[config.mk]
export PLATFORM = sky130hd
export DESIGN_NAME = cbm_perm_probe
export DESIGN_NICKNAME = d
export VERILOG_FILES = /design/src/rtl/cbm_pkg.sv /design/src/rtl/cbm_align.sv /design/src/rtl/cbm_seq.sv /design/src/rtl/cbm_report.sv /design/src/rtl/cbm_perm_probe.sv
export SDC_FILE = /design/constraint.sdc
export NUM_CORES = 1
export LEC_CHECK = 0
export BUFFER_PORTS_ARGS = -buffer_cell sky130_fd_sc_hd__buf_2
export CAP_MARGIN = 20
export CORE_MARGIN = 2
export CORE_UTILIZATION = 43
export DETAILED_ROUTE_END_ITERATION = 12
export GPL_TIMING_DRIVEN = 0
export PLACE_DENSITY = 0.76
export SYNTH_ARGS = -nofsm -noshare
export SYNTH_HDL_FRONTEND = slang
export SYNTH_HIERARCHICAL = 1
export SYNTH_SLANG_ARGS = --single-unit
[constraint.sdc]
create_clock -name clk -period 1.1 [get_ports clk]
set_input_delay 0.165 -clock clk [delete_from_list [all_inputs] [get_ports clk]]
set_output_delay 0.165 -clock clk [all_outputs]
set_load 0.1 [all_outputs]
[src/rtl/cbm_pkg.sv]
// Shared types for the cache-block permission probe.
// Assumes the lookup port understands the three-kind encoding below.
package cbm_pkg;
    typedef enum logic [1:0] {
        KIND_LOAD  = 2'd0,
        KIND_STORE = 2'd1,
        KIND_FETCH = 2'd2
    } kind_e;

    localparam int CODE_W = 5;
    localparam logic [CODE_W-1:0] CODE_NONE      = 5'd0;
    localparam logic [CODE_W-1:0] CODE_STORE_PF  = 5'd15;
    localparam logic [CODE_W-1:0] CODE_STORE_GPF = 5'd23;
endpackage

[src/rtl/cbm_align.sv]
// Aligns a byte address down to the start of its cache block.
// Assumes BLK_BYTES is a power of two; a block of one byte passes the address through.
module cbm_align #(
    parameter int ADDR_W    = 32,
    parameter int BLK_BYTES = 64
) (
    input  logic [ADDR_W-1:0] addr_in,
    output logic [ADDR_W-1:0] addr_out
);
    localparam logic [ADDR_W-1:0] OFS_MASK = ADDR_W'(BLK_BYTES - 1);

    generate
        if (BLK_BYTES > 1) begin : g_mask
            // Clear the offset bits inside the block.
            always_comb addr_out = addr_in & ~OFS_MASK;
        end else begin : g_pass
            // One-byte block: nothing to clear.
            always_comb addr_out = addr_in;
        end
    endgenerate
endmodule

[src/rtl/cbm_seq.sv]
// Steps through load, store and fetch queries for one request.
// Assumes the lookup port answers each query exactly once via resp_valid.
module cbm_seq
    import cbm_pkg::*;
#(
    parameter int ADDR_W    = 32,
    parameter int BLK_BYTES = 64
) (
    input  logic              clk,
    input  logic              rst_n,
    input  logic              req_valid,
    input  logic [ADDR_W-1:0] req_addr_al,
    input  logic              req_virt,
    input  logic              lk_resp_valid,
    input  logic              lk_allow,
    output logic              busy,
    output logic              lk_valid,
    output kind_e             lk_kind,
    output logic [ADDR_W-1:0] lk_addr,
    output logic              virt_q,
    output logic              fin,
    output logic              fin_allow
);
    localparam logic [ADDR_W-1:0] OFS_MASK = ADDR_W'(BLK_BYTES - 1);

    typedef enum logic {ST_IDLE, ST_PROBE} state_e;
    state_e state_q;

    // The check ends on an allowed answer or on the answer to the fetch query.
    always_comb begin
        fin       = (state_q == ST_PROBE) && lk_resp_valid &&
                    (lk_allow || lk_kind == KIND_FETCH);
        fin_allow = lk_allow;
        busy      = (state_q == ST_PROBE);
        lk_valid  = (state_q == ST_PROBE);
    end

    // Take a request when idle, then advance the access kind on each refusal.
    always_ff @(posedge clk) begin
        if (!rst_n) begin
            state_q <= ST_IDLE;
            lk_kind <= KIND_LOAD;
            lk_addr <= '0;
            virt_q  <= 1'b0;
        end else begin
            case (state_q)
                ST_IDLE: begin
                    if (req_valid) begin
                        state_q <= ST_PROBE;
                        lk_kind <= KIND_LOAD;
                        lk_addr <= req_addr_al;
                        virt_q  <= req_virt;
                    end
                end
                default: begin
                    if (lk_resp_valid) begin
                        if (fin) begin
                            state_q <= ST_IDLE;
                        end else if (lk_kind == KIND_LOAD) begin
                            lk_kind <= KIND_STORE;
                        end else begin
                            lk_kind <= KIND_FETCH;
                        end
                    end
                end
            endcase
        end
    end

    AST_QUERY_HELD: assert property (@(posedge clk) disable iff (!rst_n)
        lk_valid && !lk_resp_valid |=> lk_valid && $stable(lk_kind) && $stable(lk_addr));
    AST_ADDR_ALIGNED: assert property (@(posedge clk) disable iff (!rst_n)
        lk_valid |-> (lk_addr & OFS_MASK) == '0);
    AST_FIRST_LOAD: assert property (@(posedge clk) disable iff (!rst_n)
        $rose(busy) |-> lk_kind == KIND_LOAD);
    AST_NEXT_KIND: assert property (@(posedge clk) disable iff (!rst_n)
        lk_valid && lk_resp_valid && !lk_allow && lk_kind != KIND_FETCH
        |=> lk_valid && (lk_kind == $past(lk_kind) + 2'd1));
    AST_KIND_RANGE: assert property (@(posedge clk) disable iff (!rst_n)
        lk_valid |-> lk_kind != 2'd3);
    AST_ALLOW_STOPS: assert property (@(posedge clk) disable iff (!rst_n)
        lk_valid && lk_resp_valid && lk_allow |=> !lk_valid);
endmodule

[src/rtl/cbm_report.sv]
// Registers the outcome of a check and picks the fault code.
// Assumes fin pulses for exactly one cycle per check.
module cbm_report
    import cbm_pkg::*;
(
    input  logic              clk,
    input  logic              rst_n,
    input  logic              fin,
    input  logic              fin_allow,
    input  logic              virt_q,
    output logic              done,
    output logic              pass,
    output logic              fault,
    output logic [CODE_W-1:0] fault_code
);
    // Strobe done and latch the result; results hold between checks.
    always_ff @(posedge clk) begin
        if (!rst_n) begin
            done       <= 1'b0;
            pass       <= 1'b0;
            fault      <= 1'b0;
            fault_code <= CODE_NONE;
        end else begin
            done <= fin;
            if (fin) begin
                pass       <= fin_allow;
                fault      <= !fin_allow;
                fault_code <= fin_allow ? CODE_NONE
                            : (virt_q ? CODE_STORE_GPF : CODE_STORE_PF);
            end
        end
    end

    AST_DONE_PULSE: assert property (@(posedge clk) disable iff (!rst_n)
        done |=> !done);
    AST_ONE_OUTCOME: assert property (@(posedge clk) disable iff (!rst_n)
        done |-> pass != fault);
    AST_PASS_NO_CODE: assert property (@(posedge clk) disable iff (!rst_n)
        done && pass |-> fault_code == CODE_NONE);
    AST_FAULT_CODE: assert property (@(posedge clk) disable iff (!rst_n)
        done && fault |-> fault_code == CODE_STORE_PF || fault_code == CODE_STORE_GPF);
    AST_RESULT_HELD: assert property (@(posedge clk) disable iff (!rst_n)
        !done |=> done || ($stable(pass) && $stable(fault) && $stable(fault_code)));
endmodule

[src/rtl/cbm_perm_probe.sv]
// Top: permission check for cache-block clean, flush and invalidate.
// Assumes an external lookup port; performs no maintenance itself.
module cbm_perm_probe
    import cbm_pkg::*;
#(
    parameter int ADDR_W    = 32,
    parameter int BLK_BYTES = 64
) (
    input  logic              clk,
    input  logic              rst_n,
    input  logic              req_valid,
    input  logic [ADDR_W-1:0] req_addr,
    input  logic              req_virt,
    output logic              busy,
    output logic              lk_valid,
    output logic [1:0]        lk_kind,
    output logic [ADDR_W-1:0] lk_addr,
    input  logic              lk_resp_valid,
    input  logic              lk_allow,
    output logic              done,
    output logic              pass,
    output logic              fault,
    output logic [4:0]        fault_code
);
    logic [ADDR_W-1:0] addr_al;
    kind_e             kind;
    logic              virt_q;
    logic              fin;
    logic              fin_allow;
    logic [CODE_W-1:0] code;

    cbm_align #(.ADDR_W(ADDR_W), .BLK_BYTES(BLK_BYTES)) u_align (
        .addr_in  (req_addr),
        .addr_out (addr_al)
    );

    cbm_seq #(.ADDR_W(ADDR_W), .BLK_BYTES(BLK_BYTES)) u_seq (
        .clk           (clk),
        .rst_n         (rst_n),
        .req_valid     (req_valid),
        .req_addr_al   (addr_al),
        .req_virt      (req_virt),
        .lk_resp_valid (lk_resp_valid),
        .lk_allow      (lk_allow),
        .busy          (busy),
        .lk_valid      (lk_valid),
        .lk_kind       (kind),
        .lk_addr       (lk_addr),
        .virt_q        (virt_q),
        .fin           (fin),
        .fin_allow     (fin_allow)
    );

    cbm_report u_report (
        .clk        (clk),
        .rst_n      (rst_n),
        .fin        (fin),
        .fin_allow  (fin_allow),
        .virt_q     (virt_q),
        .done       (done),
        .pass       (pass),
        .fault      (fault),
        .fault_code (code)
    );

    // Present the enum and code on plain ports.
    always_comb begin
        lk_kind    = kind;
        fault_code = code;
    end

    AST_NO_QUERY_IDLE: assert property (@(posedge clk) disable iff (!rst_n)
        !busy |-> !lk_valid);
endmodule

==> flow_summary_export.csv, run 1 <==
group,metric,value,unit
outcome,outcome,"finished with violations",
outcome,violations,"setup timing",
clock_network,cts_sinks,41,
power_and_ir_drop,irDropWorstVdd,0.723,mV
clock_network,cts_hold_buf,0,
layout,nets,318,
yosys,synth_fa_ha_area_share,0,%
sta,clock_skew,6.33,ps
flow_run,cap_violations,0,
sta,setup_viol,2,
die,ios,82,
route,drt_wl_total,4.27,mm
route,via_per_inst,4.53,
route,post-route-drc-count,0,
route,dr.pass1.iters,4,
power_and_ir_drop,p_per_area,1340,mW/mm^2
sta,timing.hold.ws,124,ps
global_routing,grt_pass1_vias,1459,
sta,hold_violations,0,
clock_network,clock_latency,280,ps
yosys,synthTopCellsByArea,"dfxtp_1 (42%), a21boi_2 (17%), buf_4 (14%), nand2_1 (13%), buf_8 (2.3%)",
yosys,yosys.area_share.simple,17.8,%
die,num_rows,24,
yosys,async_reset_ff_share,0,%
sta,rsz0062_at_grt,"yes",
yosys,synth_top_family_by_area,"compound AO/OA/AOI/OAI gates",
place,dp_hpwl,2.84,mm
die,coreArea,0.00438,sq mm
layout,n_fill_cell,370,
critical_path,crit_required,940,ps
yosys,yosys.area.top_type,"dfxtp_1",
clock_network,cts_buffers,5,
place,place.gp.congestion,0.698,
place,port_buffers,49,
yosys,synth_cells,215,
clock_network,cts-htree-levels,2,
yosys,synth_compound_area_share,20.5,%
global_routing,track_usage,16.1,%
layout,antennaDiodeCount,0,
die,die_y,71.7,microns
place,place_area,0.00238,sq mm
route,num_vias,1507,
route,first_iter_violations,31,
critical_path,critical_path.startpoint_type,"flip-flop",
clock_network,cts_root_buf,"clkbuf_8",
layout,area_growth,46.0,%
yosys,synthesis.area,0.00197,sq mm
clock_network,tritoncts,"done",
clock_network,clk_pin_slew,80,ps
sta,fin_ws,-24.4,ps
sta,fin_crit_sh,102,%
global_routing,overflow,0,
power_and_ir_drop,total_power,3860,uW
clock_network,clockBufferDepth,2,
sta,drv_slew,0,
sta,fmax,889,MHz
die,initial_core_util,45.0,%
layout,drive_gt1_share,73.3,%
yosys,synth.area.mux_share,0.508,%
global_routing,grt_max_degree,13,
yosys,yosysSeqAreaShare,41.6,%
critical_path,worstPathArrival,960,ps
yosys,synth_area_per_cell,9.17,sq um
global_routing,antenna_found_initial,0,
yosys,ys_warn_count,6,
critical_path,worstSetupPathType,"flip-flop to output pin",
yosys,synth-seq-cells,41,
yosys,synth-xor-area-share,0,%
route,ant_nets,0,
yosys,synth.most_common_cell,"nand2_1",
yosys,synth_top_cell_area_share,41.6,%
power_and_ir_drop,cellLeakagePower,0.00126,uW
die,die_area,0.00514,sq mm
critical_path,cp_max_fo,7,
yosys,synth_edf_count,0,
layout,finalInstanceArea,0.00288,sq mm
worst_hold_path,hp-class,"primary input to flip-flop",
global_routing,grt_first_pass_wirelength,6.54,mm
die,die_x,71.7,microns
sta,period_needed,1120,ps
critical_path,end_kind,"output pin",
yosys,synthTopCellsByCount,"nand2_1 (69), dfxtp_1 (41), buf_4 (38), a21boi_2 (29), a21boi_0 (4)",
clock_network,cts_setup_buffers,0,
route,wire_per_inst,12.8,microns
yosys,synth_cell_types,27,
yosys,synthFlopType,"dfxtp_1",
==> stage by stage <==
stage / setup TNS [ps] / cells / setup WS (ps) / utilization, %
global route: -976 / 333 / -55.1 / 65.7
floorplan: -4310 / 220 / -142 / -
detailed placement: -2180 / 321 / -97.6 / 54.4
finish: -26.0 / 333 / -24.4 / 65.7
global placement: -1690 / 321 / -105 / 54.4
CTS: -58.9 / 329 / -33.5 / 60.8
==> routing by layer <==
layer,vias to the layer above,part of all wire (%),GRT usage (%)
li1,774,-,-
met1,680,40,17.7
met2,49,53,29.8
met3,4,6.2,3.38
met4,0,1.2,6.71
met5,-,0,0
==> cell usage in the layout, fill, tap and decap left out, types with 2 or more instances in the layout <==
cell | netlist | final
clkbuf_8 | 0 | 5
nand2_4 | 0 | 3
a21boi_2 | 29 | 29
clkbuf_1 | 3 | 4
dfxtp_2 | 0 | 35
clkbuf_16 | 0 | 3
nor2b_1 | 2 | 2
buf_8 | 3 | 3
buf_12 | 0 | 5
dfxtp_4 | 0 | 4
nand2_2 | 0 | 20
dfxtp_1 | 41 | 2
a21boi_0 | 4 | 4
buf_6 | 2 | 21
nand3b_1 | 2 | 2
buf_2 | 3 | 7
buf_4 | 38 | 60
nand2_1 | 69 | 46
clkinv_2 | 0 | 2
conb_1 | 1 | 6
==> state kept, by name, summed over array words and instances, names as in the netlist <==
name / flops
u_seq/lk_kind: 2
u_report/done: 1
u_seq/busy: 1
u_report/pass: 1
u_seq/virt_q: 1
u_seq/lk_addr: 32
u_report/fault_code: 3
==> cells by family after synthesis <==
logic type | Yosys count
multiplexers | 1
AO/OA/AOI/OAI | 40
other | 1
buffers and inverters | 50
flip-flops | 41
AND/OR/NAND/NOR | 82
==> area by class of cell <==
class                           instances  area, sq um  area share [%]
Clock buffer                            6         72.6            2.52
Clock inverter                          2         10.0           0.348
Sequential cell                        41          880            30.6
Timing Repair Buffer                   53          534            18.6
Inverter                                1         6.26           0.217
Multi-Input combinational cell        129          892            31.0
Tap cell                               52         65.1            2.26
Buffer                                 49          419            14.6
==> where the power goes <==
| group | switching [uW] | internal (uW) |
|---|---|---|
| Sequential | 63.3 | 1570 |
| Combinational | 865 | 432 |
| Clock | 493 | 440 |
==> worst max-delay path, cell delays in order (launching register included) <==
cell	delay [ps]
dfxtp_4	410
buf_6	110
buf_12	160
==> repair_timing <==
action                     in CTS  in global routing
setup endpoints to repair      58                 42
gates cloned                    0                  4
resized for setup              67                 41
pin swaps                       0                 13
==> path summary, 6_finish.rpt <==
kind | from | to | slack [ps] | depth (start not counted)
min reg2reg | u_seq/lk_addr[1] | u_seq/lk_addr[1] | 450 | 2
min | req_addr[15] | u_seq/lk_addr[15] | 120 | 3
max | u_seq/busy | lk_valid | -20 | 2
max reg2reg | u_seq/busy | u_seq/lk_addr[31] | 0 | 5
Note: power is estimated with default switching activity, not from simulation.
==> run 2, diff against run 1 <==
--- a/config.mk
+++ b/config.mk
@@ -5,13 +5,16 @@
 export SDC_FILE = /design/constraint.sdc
 export NUM_CORES = 1
 export LEC_CHECK = 0
+export ABC_AREA = 1
 export BUFFER_PORTS_ARGS = -buffer_cell sky130_fd_sc_hd__buf_2
 export CAP_MARGIN = 20
 export CORE_MARGIN = 2
-export CORE_UTILIZATION = 43
+export CORE_UTILIZATION = 42
 export DETAILED_ROUTE_END_ITERATION = 12
 export GPL_TIMING_DRIVEN = 0
+export HOLD_SLACK_MARGIN = 0.05
 export PLACE_DENSITY = 0.76
+export RECOVER_POWER = 100
 export SYNTH_ARGS = -nofsm -noshare
 export SYNTH_HDL_FRONTEND = slang
 export SYNTH_HIERARCHICAL = 1
==> run 2 against run 1 <==
Compared with the run above:
- the run still ends with setup timing left
- wire length shrank 11%
- via count grew 4.0%
- flip-flop and latch count is the same
- die area shrank 9.0%
- highest routed layer unchanged
- clock power grew 24%
- critical path depth is the same
- area after synthesis shrank 12%
==> flow_summary_export.csv, run 2 <==
group,metric,value,unit
power_and_ir_drop,power_switching,1620,uW
global_routing,antenna_found_initial,0,
flow_run,cap_violations,0,
layout,mostFrequentLayoutCells,"buf_4 (65), nor2_1 (54), o21ai_0 (29)",
die,die_x,68.4,microns
power_and_ir_drop,clock_power_share,27.1,%
yosys,synth_top_cell_area_share,47.1,%
outcome,outcome,"finished with violations",
die,ios,82,
critical_path,worstSetupPathType,"flip-flop to output pin",
clock_network,tritoncts,"done",
power_and_ir_drop,power_frac_comb,33.9,%
yosys,ys_warn_count,6,
clock_network,cts_sinks,41,
critical_path,cpPeakStageDelay,390,ps
power_and_ir_drop,total_power,4270,uW
critical_path,critical_path.startpoint_type,"flip-flop",
critical_path,cp_max_fo,4,
clock_network,cts_hold_buf,0,
yosys,async_reset_ff_share,0,%
place,port_buffers,49,
power_and_ir_drop,cellLeakagePower,0.00127,uW
layout,largest_reg_flops,32,
sta,fmax,887,MHz
route,ant_nets,0,
clock_network,clk_pin_slew,80,ps
route,via_per_inst,4.54,
clock_network,cts_buffers,5,
route,num_vias,1568,
clock_network,clock_latency,300,ps
yosys,synth_edf_count,0,
layout,final_common_cell,"buf_4",
clock_network,cts-htree-levels,2,
sta,clock_skew,2.79,ps
route,dr.pass1.iters,4,
layout,regArea,871,sq um
layout,final_util,65.8,%
place,dp_hpwl,2.61,mm
global_routing,grt_pass1_vias,1333,
yosys,synth-seq-cells,41,
global_routing,grt_first_pass_wirelength,5.60,mm
yosys,synthFlopType,"dfxtp_1",
sta,hold_violations,0,
route,wire_per_inst,11.1,microns
clock_network,cts_root_buf,"clkbuf_8",
yosys,synthTopCellsByArea,"dfxtp_1 (47%), buf_4 (17%), nor2_1 (15%), o21ai_0 (8.3%), nand2_1 (3.7%)",
sta,fin_crit_sh,103,%
layout,area_growth,51.0,%
place,dpl.cell_count,333,
critical_path,crit_chain,"buf_12 -> buf_12",
yosys,synth_cells,229,
global_routing,grt_max_degree,13,
layout,multi_input_area,651,sq um
global_routing,track_usage,16.2,%
yosys,synth.most_common_cell,"nor2_1",
route,drt_wl_total,3.81,mm
critical_path,crit_top_cell,"buf_12",
power_and_ir_drop,internal_power,2640,uW
layout,nets,332,
yosys,yosysSeqAreaShare,47.1,%
sta,drv_slew,0,
yosys,synthesis.area,0.00174,sq mm
critical_path,worstPathArrival,960,ps
layout,n_fill_cell,345,
sta,setup_viol,7,
layout,drive_gt1_share,54.9,%
layout,top_regs,"u_seq/lk_addr (32), u_report/fault_code (3), u_seq/lk_kind (2)",
clock_network,clockBufferDepth,2,
die,coreArea,0.00400,sq mm
power_and_ir_drop,pwr-share-seq,39.0,%
die,die_area,0.00468,sq mm
critical_path,end_kind,"output pin",
route,post-route-drc-count,0,
place,place.gp.congestion,0.697,
yosys,synth_cell_types,15,
critical_path,worst_path_max_delay_cell,"dfxtp_4",
global_routing,overflow,0,
sta,fin_setup_tns,-109,ps
yosys,synthTopCellsByCount,"nor2_1 (69), dfxtp_1 (41), buf_4 (40), o21ai_0 (29), nand2_1 (17)",
sta,period_needed,1130,ps
power_and_ir_drop,swShare,38.1,%
yosys,yosys.area.top_type,"dfxtp_1",
die,num_rows,23,
worst_hold_path,hp-class,"primary input to flip-flop",
sta,fin_ws,-27.7,ps
layout,regMostFlops,"u_seq/lk_addr",
power_and_ir_drop,irDropWorstVdd,0.882,mV
critical_path,crit_required,940,ps
layout,stdcell_count,345,
die,die_y,68.4,microns
critical_path,cp_top_family,"flip-flops",
sta,rsz0062_at_grt,"yes",
route,first_iter_violations,56,
die,initial_core_util,43.6,%
power_and_ir_drop,p_per_area,1620,mW/mm^2
layout,antennaDiodeCount,0,
critical_path,crit_buf_inv,2,
place,place_ws,-26.5,ps
outcome,violations,"setup timing",
yosys,synth_area_per_cell,7.61,sq um
==> run 2: final cells by class <==
type                    instances  share of cell area [%]
flip-flops and latches         41                    33.1
repair buffers                 53                    19.5
well taps                      50                    2.38
multi-input cells             135                    24.7
clock buffers                   8                    4.23
plain buffers                  46                    14.2
inverters                      12                    1.81
==> run 2: cells by family (layout without fill, tap and decap cells) <==
group | Yosys count | count (layout) | share of synthesized area, %
other | 1 | 6 | 0.215
and+or+nand+nor | 90 | 90 | 20.1
buffers and inverters | 58 | 119 | 21.4
DFF | 41 | 41 | 47.1
AOI/OAI and AO/OA | 39 | 39 | 11.2
==> run 2: repair_timing <==
item	CTS	global route
gates resized for setup	75	29
endpoints found under the setup margin	74	44
hold endpoints to repair	0	0
pin swaps	2	3
buffers inserted	3	1
==> run 2: worst paths after layout <==
path | slack, ps | cells past startpoint | end | from
hold reg to reg | 470 | 2 | u_report/fault_code[4] | u_report/fault_code[4]
setup reg to reg | -10 | 5 | u_seq/lk_addr[23] | u_seq/busy
setup / recovery | -30 | 2 | busy | u_seq/busy
hold / removal | 90 | 3 | u_seq/lk_addr[6] | req_addr[6]
==> run 2: power groups by stage <==
stage          combinational (uW)  sequential [uW]  clock, uW
2_1_floorplan                 328             2460          0
3_3_place_gp                 1260             1690          0
3_5_place_dp                 1260             1690          0
4_1_cts                      1410             1670       1190
5_1_grt                      1510             1680       1250
6_report                     1450             1670       1160
==> run 2: metal layers <==
metal | GRT usage, % | up-vias | share of wire (%)
li1 | - | 798 | -
met1 | 18.4 | 708 | 41
met2 | 28.0 | 52 | 50
met3 | 3.95 | 10 | 6.1
met4 | 8.25 | 0 | 2.9
met5 | 0 | - | 0
==> run 2: per-stage QoR <==
step | hold slack, ps | cell area (sq um)
6_report | 85.8 | 2630
5_1_grt | 85.6 | 2630
4_1_cts | 81.9 | 2540
3_5_place_dp | 393 | 2150
3_3_place_gp | 385 | 2150
2_1_floorplan | 277 | 1850
==> run 2: worst register-to-register path: cells and delay by family (launching register included) <==
kind	cells	cell delay, ps
buffers and inverters	2	260
flip-flops	1	370
AND/OR/NAND/NOR	3	380
==> run 3, diff against run 2 <==
--- a/config.mk
+++ b/config.mk
@@ -8,6 +8,7 @@
 export ABC_AREA = 1
 export BUFFER_PORTS_ARGS = -buffer_cell sky130_fd_sc_hd__buf_2
 export CAP_MARGIN = 20
+export CORE_ASPECT_RATIO = 1.2
 export CORE_MARGIN = 2
 export CORE_UTILIZATION = 42
 export DETAILED_ROUTE_END_ITERATION = 12
==> run 3 against run 2 <==
Compared with the run above:
- the run still ends with setup timing left
- wire length is 1.4% higher
- via count is 2.5% lower
- setup slack worse by 22 ps
- count of clock-buffer cells in the layout is 1 lower
- combinational power is 3% lower
- first-iteration DRC count is 48% higher
==> flow_summary_export.csv, run 3 (synthesis gave the netlist of run 2 again) <==
group,metric,value,unit
flow_run,cap_violations,0,
critical_path,cp_top_family,"flip-flops",
critical_path,worstPathArrival,980,ps
global_routing,grt_first_pass_wirelength,6.19,mm
clock_network,clockBufferDepth,2,
critical_path,crit_buf_inv,2,
layout,regMostFlops,"u_seq/lk_addr",
global_routing,track_usage,16.7,%
critical_path,worstReg2RegEnd,"u_seq/lk_addr[31]",
sta,clock_skew,6.22,ps
route,via_per_inst,4.41,
global_routing,gr-usage-met2,29.9,%
clock_network,cts_buffers,5,
die,ios,82,
die,die_area,0.00468,sq mm
clock_network,clock_latency,290,ps
power_and_ir_drop,irDropWorstVdd,0.966,mV
global_routing,overflow,0,
layout,mostFrequentLayoutCells,"nor2_1 (67), buf_4 (60), dfxtp_2 (35)",
layout,stdcell_count,347,
sta,setup_viol,4,
critical_path,crit_required,940,ps
critical_path,r2r_start,"u_seq/busy",
layout,antennaDiodeCount,0,
sta,drv_slew,0,
route,post-route-drc-count,0,
clock_network,clk_pin_slew,80,ps
die,num_rows,25,
clock_network,cts-htree-levels,2,
layout,drive_gt1_share,50.9,%
worst_hold_path,hold_end,"u_seq/lk_addr[25]",
worst_hold_path,hp-class,"primary input to flip-flop",
global_routing,met1_usage,19.6,%
route,drt_wl_total,3.87,mm
route,first_iter_violations,83,
outcome,violations,"setup timing",
sta,hold_violations,0,
die,die_y,74.6,microns
sta,fin_setup_tns,-59.2,ps
layout,nets,330,
sta,fmax,870,MHz
global_routing,use_met3,3.78,%
worst_hold_path,hp-start,"req_addr[25]",
route,num_vias,1529,
power_and_ir_drop,cellLeakagePower,0.00124,uW
clock_network,cts_root_buf,"clkbuf_8",
die,initial_core_util,43.9,%
global_routing,grt_max_degree,14,
critical_path,r2r_cells,5,
sta,fin_ws,-49.2,ps
place,place_ws,8.66,ps
place,dp_hpwl,2.64,mm
critical_path,crit_chain,"buf_6 -> buf_12",
place,place.gp.congestion,0.783,
die,die_x,62.8,microns
global_routing,gr-max-usage-layer,"met2",
route,ant_nets,0,
layout,final_common_cell,"nor2_1",
layout,top_regs,"u_seq/lk_addr (32), u_report/fault_code (3), u_seq/lk_kind (2)",
die,coreArea,0.00397,sq mm
global_routing,antenna_found_initial,0,
critical_path,cpPeakStageDelay,420,ps
power_and_ir_drop,p_per_area,1610,mW/mm^2
critical_path,critical_path.startpoint_type,"flip-flop",
sta,timing.hold.ws,91.4,ps
sta,period_needed,1150,ps
critical_path,cp_max_fo,5,
place,port_buffers,49,
clock_network,tritoncts,"done",
global_routing,grt_pass1_vias,1384,
clock_network,cts_sinks,41,
critical_path,worst_path_max_delay_cell,"dfxtp_4",
layout,n_fill_cell,371,
route,dr.pass1.iters,4,
place,dpl.cell_count,337,
power_and_ir_drop,total_power,4090,uW
clock_network,cts_hold_buf,0,
outcome,outcome,"finished with violations",
critical_path,ff2ff_setup_slack,10,ps
critical_path,end_kind,"output pin",
sta,fin_crit_sh,104,%
layout,largest_reg_flops,32,
sta,rsz0062_at_grt,"yes",
critical_path,worstSetupPathType,"flip-flop to output pin",
layout,area_growth,45.7,%
worst_hold_path,worstHoldPathCells,3,
route,wire_per_inst,11.1,microns
==> run 3: cell count changes in the layout (fill, tap and decap cells not counted), moves of 5 or more <==
| cell | delta |
|---|---|
| buf_4 | -5 |
| buf_6 | +8 |
| dfxtp_1 | -7 |
| dfxtp_2 | +7 |
| nor2_1 | +13 |
| nor2_2 | -12 |
==> run 3: worst max path at each step <==
stage	to	start	slack (ps)	cells after the start
after detailed placement	u_seq/lk_addr[30]	u_seq/busy	9	5
after floorplan	u_report/fault_code[4]	u_seq/lk_kind[1]	-20	4
after global routing	u_seq/lk_addr[12]	u_seq/busy	-100	5
final	lk_valid	u_seq/busy	-50	2
after CTS	lk_valid	u_seq/busy	-70	2
after global placement	u_seq/lk_addr[23]	u_seq/busy	10	5
==> run 3: cell type report <==
class	count	area, sq um	share of cell area [%]
sequential	41	880	34.6
buffer	46	362	14.2
multi-input combinational	135	599	23.6
inverter	12	47.5	1.87
tap	54	67.6	2.66
timing repair buffer	51	492	19.4
clock inverter	1	6.26	0.246
clock buffer	7	86.3	3.40
==> run 3: timing repair <==
item / in CTS / in global routing
setup endpoints to repair: 44 / 52
buffers inserted: 0 / 2
gates resized for setup: 65 / 26
pin swaps: 0 / 2
==> run 3: per-stage QoR <==
stage	instance area [sq um]	util (%)
floorplan	1850	-
global placement	2160	54.4
detailed placement	2160	54.4
CTS	2440	61.5
global route	2540	63.9
finish	2540	63.9
==> run 3: layer usage <==
layer,wire length (microns),vias to the layer above
li1,-,794
met1,1570,678
met2,2030,52
met3,208,5
met4,51,0
met5,0,-
==> run 3: where the power goes <==
group | total [uW] | switching (uW) | internal, uW | leakage [uW]
Sequential | 1680 | 70.1 | 1610 | 0.000353
Combinational | 1400 | 1030 | 370 | 0.000843
Clock | 1010 | 499 | 511 | 0.0000488
==> run 3: worst min-delay path: stages <==
cell and delay [ps]:
buf_4 70, nor2_1 30, nor2_1 80
